`config.mk`:
```
export PLATFORM = sky130hd
export DESIGN_NAME = cfg_dualload
export DESIGN_NICKNAME = d
export VERILOG_FILES = /design/src/rtl/cfgreg_pkg.sv /design/src/rtl/cfg_edge.sv /design/src/rtl/cfg_shift.sv /design/src/rtl/cfg_latch.sv /design/src/rtl/cfg_dualload.sv
export SDC_FILE = /design/constraint.sdc
export NUM_CORES = 1
export LEC_CHECK = 0
export ABC_CLOCK_PERIOD_IN_PS = 3800
export BUFFER_PORTS_ARGS = -buffer_cell sky130_fd_sc_hd__buf_2
export CAP_MARGIN = 20
export CELL_PAD_IN_SITES_DETAIL_PLACEMENT = 0
export CELL_PAD_IN_SITES_GLOBAL_PLACEMENT = 2
export CORE_MARGIN = 2
export CORE_UTILIZATION = 38
export CTS_BUF_LIST = sky130_fd_sc_hd__clkbuf_8
export DETAILED_ROUTE_END_ITERATION = 10
export PLACE_DENSITY_LB_ADDON = 0.1
export SYNTH_ARGS = -nofsm -noshare
export SYNTH_HDL_FRONTEND = slang
export SYNTH_HIERARCHICAL = 1
export SYNTH_SLANG_ARGS = --single-unit
```
`constraint.sdc`:
```
create_clock -name clk -period 3.8 [get_ports clk]
set_input_delay 0.76 -clock clk [delete_from_list [all_inputs] [get_ports clk]]
set_output_delay 0.76 -clock clk [all_outputs]
set_load 0.01 [all_outputs]
```
`src/rtl/cfgreg_pkg.sv`:
```
package cfgreg_pkg;
    localparam int M_W    = 9;
    localparam int N_W    = 2;
    localparam int T_W    = 3;
    localparam int WORD_W = T_W + N_W + M_W;

    // First bit shifted in ends up at the top: test field, then N, then M.
    typedef struct packed {
        logic [T_W-1:0] t;
        logic [N_W-1:0] n;
        logic [M_W-1:0] m;
    } cfg_word_t;

    function automatic cfg_word_t as_word(input logic [WORD_W-1:0] v);
        return cfg_word_t'(v);
    endfunction

    function automatic logic [WORD_W-1:0] shift_in(input logic [WORD_W-1:0] v,
                                                   input logic b);
        return {v[WORD_W-2:0], b};
    endfunction
endpackage

```
`src/rtl/cfg_edge.sv`:
```
module cfg_edge (
    input  logic clk,
    input  logic rst,
    input  logic lvl,
    output logic rise
);
    logic prev;

    always_ff @(posedge clk) begin
        prev <= lvl;   // seeded from the live level in reset: no false edge
    end

    assign rise = lvl & ~prev & ~rst;

    p_single_rise_r2: assert property (@(posedge clk) disable iff (rst)
        rise |=> !rise);
endmodule

```
`src/rtl/cfg_shift.sv`:
```
module cfg_shift
    import cfgreg_pkg::*;
(
    input  logic              clk,
    input  logic              rst,
    input  logic              step,
    input  logic              din,
    output logic [WORD_W-1:0] sreg
);
    always_ff @(posedge clk) begin
        if (rst)
            sreg <= '0;
        else if (step)
            sreg <= shift_in(sreg, din);
    end

    p_idle_stable_r2: assert property (@(posedge clk) disable iff (rst)
        !step |=> $stable(sreg));
    p_bit_entry_r2: assert property (@(posedge clk) disable iff (rst)
        step |=> sreg[0] == $past(din));
endmodule

```
`src/rtl/cfg_latch.sv`:
```
module cfg_latch
    import cfgreg_pkg::*;
(
    input  logic           clk,
    input  logic           rst,
    input  logic           par_ld,
    input  logic [M_W-1:0] par_m,
    input  logic [N_W-1:0] par_n,
    input  logic           ser_ld,
    input  cfg_word_t      ser_word,
    output cfg_word_t      cfg
);
    always_ff @(posedge clk) begin
        if (rst) begin
            cfg.t <= '0;
            cfg.m <= par_m;
            cfg.n <= par_n;
        end else begin
            // parallel transparency wins for the divider fields
            if (!par_ld) begin
                cfg.m <= par_m;
                cfg.n <= par_n;
            end else if (ser_ld) begin
                cfg.m <= ser_word.m;
                cfg.n <= ser_word.n;
            end
            if (ser_ld)
                cfg.t <= ser_word.t;
        end
    end

    p_dividers_hold_r4: assert property (@(posedge clk) disable iff (rst)
        (par_ld && !ser_ld) |=> $stable(cfg.m) && $stable(cfg.n));
    p_test_hold_r8: assert property (@(posedge clk) disable iff (rst)
        !ser_ld |=> $stable(cfg.t));
endmodule

```
`src/rtl/cfg_dualload.sv`:
```
module cfg_dualload
    import cfgreg_pkg::*;
(
    input  logic           clk,
    input  logic           rst,
    input  logic           ser_clk,
    input  logic           ser_dat,
    input  logic           ser_ld,
    input  logic           par_ld,
    input  logic [M_W-1:0] par_m,
    input  logic [N_W-1:0] par_n,
    output logic [M_W-1:0] m_out,
    output logic [N_W-1:0] n_out,
    output logic [T_W-1:0] t_out
);
    logic              shift_step;
    logic [WORD_W-1:0] sreg;
    cfg_word_t         cfg;

    cfg_edge u_edge (
        .clk  (clk),
        .rst  (rst),
        .lvl  (ser_clk),
        .rise (shift_step)
    );

    cfg_shift u_shift (
        .clk  (clk),
        .rst  (rst),
        .step (shift_step),
        .din  (ser_dat),
        .sreg (sreg)
    );

    cfg_latch u_latch (
        .clk      (clk),
        .rst      (rst),
        .par_ld   (par_ld),
        .par_m    (par_m),
        .par_n    (par_n),
        .ser_ld   (ser_ld),
        .ser_word (as_word(sreg)),
        .cfg      (cfg)
    );

    assign m_out = cfg.m;
    assign n_out = cfg.n;
    assign t_out = cfg.t;

    p_par_follow_r5: assert property (@(posedge clk) disable iff (rst)
        !par_ld |=> (m_out == $past(par_m)) && (n_out == $past(par_n)));
    p_par_priority_r7: assert property (@(posedge clk) disable iff (rst)
        (!par_ld && ser_ld) |=> m_out == $past(par_m));
endmodule

```
==> flow_summary.toml, run 1 <==
[status]
status = "finished clean"

[clock_network]
clock_sinks = 29
clk_pin_slew_worst_paths_ps = 60
cts_setup_buffers = 0
htree_levels = 2
clk_latency_ps = 270
clock-root-buffer = "clkbuf_8"
ctsHoldBuffers = 0
cts_tree = "yes"
post_cts_resize_count = 0
numCtsBuffers = 5
clock_path_buffers = 2

[floorplanning]
die_h_um = 59.16
start_util_pct = 38.82
dieArea_um2 = 3499
pin_count = 31
core_um2 = 2978
die_x_um = 59.16
rows = 20

[sta]
timing.final.crit_period_ps = 2270
rsz0062_at_grt = "false"
fin_worst_skew_ps = 2.968
tightestPinTransition_ps = 802.4
period_share_pct = 59.73
tns_ps = 0
maxSlewHeadroom_pct = 46.27
finalHoldViolations = 0
slew_viol_final = 0
max_freq_mhz = 440.6
setup_viol = 0

[grt]
grtUsageMet1_pct = 12.95
grt_start_max_net_pins = 20
antenna_found_initial = 0
grt_pass1_wl_um = 3091
grt_pass1_vias = 699
grt_busiest_layer = "met2"
use_met2_pct = 20.48
grt_use_total_pct = 12.68
overflow = 0
met3_usage_pct = 6.550

[route]
wl_per_cell_um = 12.33
via_per_inst = 4.584
wl_um = 1837
drcViolationCount = 0
drtIter0Drc = 8
drt_pass1_iterations = 4
vias = 683
ant_nets = 0

[worst_setup_path]
critPathRequiredTime_ps = 3690
path_class = "input pin to flop"
cpPeakStageDelay_ps = 680
critPathSlowestCell = "nor2b_2"
worstPathArrival_ps = 2160
crit_chain = "buf_2, nor2b_2, nand2b_1"
crit_fanout = 19
timing.rr.start = "u_edge/prev$_DFF_P_"
crit_path_start = "rst"
rr_worst_depth = 4
cp-start-kind = "input pin"
crit_path_end_kind = "flop"

[synth]
synth.cell_area_um2 = 1156
synth_cell_types = 12
synth_top_cells_by_area = "dfxtp_1 31%, edfxtp_1 29%, mux2i_1 15%"
synth_top_area_cell = "dfxtp_1"
synth_top_cell_area_share_pct = 31.17
ys_warn_count = 6
yosysSeqAreaShare_pct = 59.74
ys_ff_latch = 29
syn_avg_cell_area_um2 = 14.27
synthCells = 81
synthesis.nets = 98

[pwr]
powerDensity_nw_per_um2 = 443.0
cellLeakagePower_nw = 0.6062
max-vdd-ir-drop_mv = 0.2463

[layout]
final_nets = 132
area_growth_pct = 20.13
n_antenna_cell = 0
drive_gt1_share_pct = 42.24
final_core_utilization_pct = 46.64

[flow_run]
cap_violations = 0

[min_path]
hp-start = "u_latch/cfg[12]$_SDFFE_PP0P_"
hp-class = "flop to flop"
hold_depth = 2

[place]
port-buffer-count = 30
gp_congestion = 0.6456
dpl.hpwl_um = 1304
==> per-layer routing <==
metal / wire length (um) / share of wire [%]
met1: 803 / 44
met2: 886 / 48
met3: 129 / 7.0
met4: 17 / 0.93
met5: 0 / 0
==> worst max-delay path: cells and delay by family <==
family | cells | cell delay, ps
simple gates | 2 | 1180
buf+inv | 1 | 220
==> sequential cells by signal (all words and copies together), names as in the netlist <==
signal,count
u_edge/prev,1
u_shift/sreg,14
u_latch/cfg,14
==> report_power, final <==
group | leakage, nW | internal, W | switching, W
Sequential | 0.264 | 0.000336 | 0.00000322
Clock | 0.0482 | 0.000121 | 0.000101
Combinational | 0.294 | 0.0000284 | 0.0000250
==> final cells by class <==
class	count	area (um2)
well taps	33	41.29
fillers	292	1589
multi-input cells	48	419.2
clock buffers	5	68.82
flip-flops and latches	29	690.7
clock inverters	3	11.26
repair buffers	31	157.7
==> cell usage in the layout, fill, tap and decap left out <==
cell / count
buf_2: 30
nor3b_2: 1
nand2b_1: 1
mux2i_1: 17
nor2_1: 17
mux2_2: 2
dfxtp_1: 18
clkinv_1: 1
buf_4: 1
nor2b_2: 1
edfxtp_1: 11
clkbuf_8: 5
inv_1: 2
mux2_4: 9
==> stage by stage <==
step                cell area [um2]  hold slack [ps]  cells  total power [W]  setup slack [ps]
floorplan                      1156            460.1     81        0.0003797              2091
global placement               1309            472.5    141        0.0003998              1290
detailed placement             1309            480.5    141        0.0004005              1210
CTS                            1389            494.6    149        0.0006285              1503
global route                   1389            543.8    149        0.0006464              1365
finish                         1389            485.3    149        0.0006152              1530
==> cells in the mapped netlist (all sizes together) <==
| cell type | instances |
|---|---|
| mux2 | 11 |
| clkbuf | 1 |
| nor2 | 17 |
| nand2b | 1 |
| buf | 3 |
| dfxtp | 18 |
| edfxtp | 11 |
| nor2b | 1 |
| mux2i | 17 |
| nor3b | 1 |
==> final timing paths <==
kind	to	slack (ps)
worst max-delay path	u_latch/cfg[0]$_DFFE_PP_	1530
worst min-delay path	u_latch/cfg[12]$_SDFFE_PP0P_	490
worst max register to register	u_shift/sreg[7]$_SDFFE_PP0P_	2200
worst min register to register	u_latch/cfg[12]$_SDFFE_PP0P_	490
==> cell families (layout without fill, tap and decap cells) <==
group,Yosys count,count (layout),synth area share [%]
buffers and inverters,4,39,4.004
flip-flops,29,29,59.74
multiplexers,28,28,28.35
AND/OR/NAND/NOR,20,20,7.901
Note: power is estimated with default switching activity, not from simulation.
==> run 2: changes to the inputs <==
--- a/config.mk
+++ b/config.mk
@@ -5,13 +5,13 @@
 export SDC_FILE = /design/constraint.sdc
 export NUM_CORES = 1
 export LEC_CHECK = 0
-export ABC_CLOCK_PERIOD_IN_PS = 3800
+export ABC_CLOCK_PERIOD_IN_PS = 2250
 export BUFFER_PORTS_ARGS = -buffer_cell sky130_fd_sc_hd__buf_2
 export CAP_MARGIN = 20
 export CELL_PAD_IN_SITES_DETAIL_PLACEMENT = 0
 export CELL_PAD_IN_SITES_GLOBAL_PLACEMENT = 2
 export CORE_MARGIN = 2
-export CORE_UTILIZATION = 38
+export CORE_UTILIZATION = 36
 export CTS_BUF_LIST = sky130_fd_sc_hd__clkbuf_8
 export DETAILED_ROUTE_END_ITERATION = 10
 export PLACE_DENSITY_LB_ADDON = 0.1
==> constraint.sdc (replaced) <==
create_clock -name clk -period 2.25 [get_ports clk]
set_input_delay 0.45 -clock clk [delete_from_list [all_inputs] [get_ports clk]]
set_output_delay 0.45 -clock clk [all_outputs]
set_load 0.01 [all_outputs]
==> run 2 against run 1 <==
Power rose by 69%; core utilization fell by 0.20 points; clock skew fell by 1.1 ps; cell count rose by 8.7%; non-clock buffer count rose by 2; die area rose by 5.2%; worst setup slack got worse by 690 ps; first-iteration DRC count fell by 38%; via count rose by 3.7%; sequential share of layout area fell by 1.0 points; routed wire length rose by 4.1%; largest power group unchanged; highest routed layer unchanged.
==> flow_summary.toml, run 2 (synthesis results as in run 1) <==
[grt]
grt_start_max_net_pins = 19
use_met2_pct = 19.97
grtUsageMet1_pct = 14.29
grt_busiest_layer = "met2"
grt_use_total_pct = 12.43
grt_pass1_wl_um = 3194
antenna_found_initial = 0
overflow = 0
grt_pass1_vias = 711
met3_usage_pct = 4.264

[layout]
area_growth_pct = 22.62
fillers = 303
n_antenna_cell = 0
final_nets = 134
layout_common_cells = "30 x buf_2, 18 x dfxtp_1, 17 x mux2i_1, 17 x nor2_1, 11 x edfxtp_1"
seqCellArea_um2 = 690.7
multiInputGateArea_um2 = 419.2
drive_gt1_share_pct = 43.22
reg_top3 = "u_latch/cfg x14, u_shift/sreg x14, u_edge/prev x1"
mostFrequentLayoutCell = "buf_2"

[clock_network]
clock_sinks = 29
ctsHoldBuffers = 0
clk_pin_slew_worst_paths_ps = 60
post_cts_resize_count = 0
clk_latency_ps = 260
clock-root-buffer = "clkbuf_8"
htree_levels = 2
cts_tree = "yes"
numCtsBuffers = 5
clock_path_buffers = 2
cts_setup_buffers = 0

[route]
via_per_inst = 4.370
drtIter0Drc = 5
wl_um = 1912
drcViolationCount = 0
drt_pass1_iterations = 2
vias = 708
ant_nets = 0
wl_per_cell_um = 11.80

[flow_run]
cap_violations = 0

[status]
status = "finished clean"

[worst_setup_path]
crit_family = "buffers and inverters"
critPathRequiredTime_ps = 2260
cpPeakStageDelay_ps = 310
crit_chain = "buf_2, nor2b_2, buf_4, mux2_4"
critPathBufInv = 2
cp-start-kind = "input pin"
path_class = "input pin to flop"
critPathSlowestCell = "mux2_4"
crit_fanout = 7
worstPathArrival_ps = 1430
crit_path_end_kind = "flop"

[floorplanning]
dieArea_um2 = 3681
die_h_um = 60.67
core_um2 = 3053
start_util_pct = 37.87
pin_count = 31
rows = 20
die_x_um = 60.67

[sta]
rsz0062_at_grt = "false"
finalHoldViolations = 0
finalWorstSetupSlack_ps = 837.6
maxSlewHeadroom_pct = 61.72
tightestPinTransition_ps = 574.2
timing.final.crit_period_ps = 1412
tns_ps = 0
slew_viol_final = 0
period_share_pct = 62.77
max_freq_mhz = 708.0
setup_viol = 0
fin_worst_skew_ps = 1.866
hold_slack_ps = 299.1

[place]
dpl.hpwl_um = 1366
gp_congestion = 0.7102
port-buffer-count = 30
place_ws_ps = 539.2

[pwr]
powerDensity_nw_per_um2 = 732.0
max-vdd-ir-drop_mv = 0.3842
cellLeakagePower_nw = 0.6199

[min_path]
hp-class = "input pin to flop"
-- run 2: changes by cell type in the layout (fill, tap and decap cells not counted) --
| cell | change |
|---|---|
| buf_4 | +2 |
| inv_1 | +1 |
| clkinv_1 | -1 |
-- run 2: worst paths after layout --
check / depth (start not counted) / slack, ps / endpoint / startpoint
max: 4 / 840 / u_latch/cfg[0]$_DFFE_PP_ / rst
min: 1 / 300 / u_edge/prev$_DFF_P_ / ser_clk
max reg2reg: 4 / 1090 / u_shift/sreg[5]$_SDFFE_PP0P_ / u_edge/prev$_DFF_P_
min reg2reg: 2 / 480 / u_latch/cfg[12]$_SDFFE_PP0P_ / u_latch/cfg[12]$_SDFFE_PP0P_
-- run 2: final cells by class --
cell class / instances / area share, %
sequential: 29 / 48.72
multi-input combinational: 48 / 29.57
timing repair buffer: 33 / 12.18
clock buffer: 5 / 4.854
tap: 44 / 3.883
clock inverter: 3 / 0.7944
-- run 2: layer usage --
metal / vias to the layer above / share of wire [%]
met1: 335 / 42
met5: - / 0
met2: 18 / 52
met4: 0 / 0.78
met3: 2 / 4.9
li1: 353 / -
-- run 2: stage by stage --
step                      total power, W  area [um2]  utilization, %  instances
final                           0.001038        1418           46.43        162
after CTS                       0.001057        1418           46.43        162
after floorplan                0.0006413        1156               -         81
after global routing            0.001096        1418           46.43        162
after detailed placement       0.0006791        1338           43.81        154
after global placement         0.0006773        1338           43.81        154
-- run 2: power by group --
group	switching, W	total (W)	internal (W)	leakage [nW]
logic	0.0000438	0.0000939	0.0000501	0.304
clock network	0.000166	0.000371	0.000205	0.0519
registers	0.00000493	0.000573	0.000568	0.264
total	0.000215	0.00104	0.000823	0.620
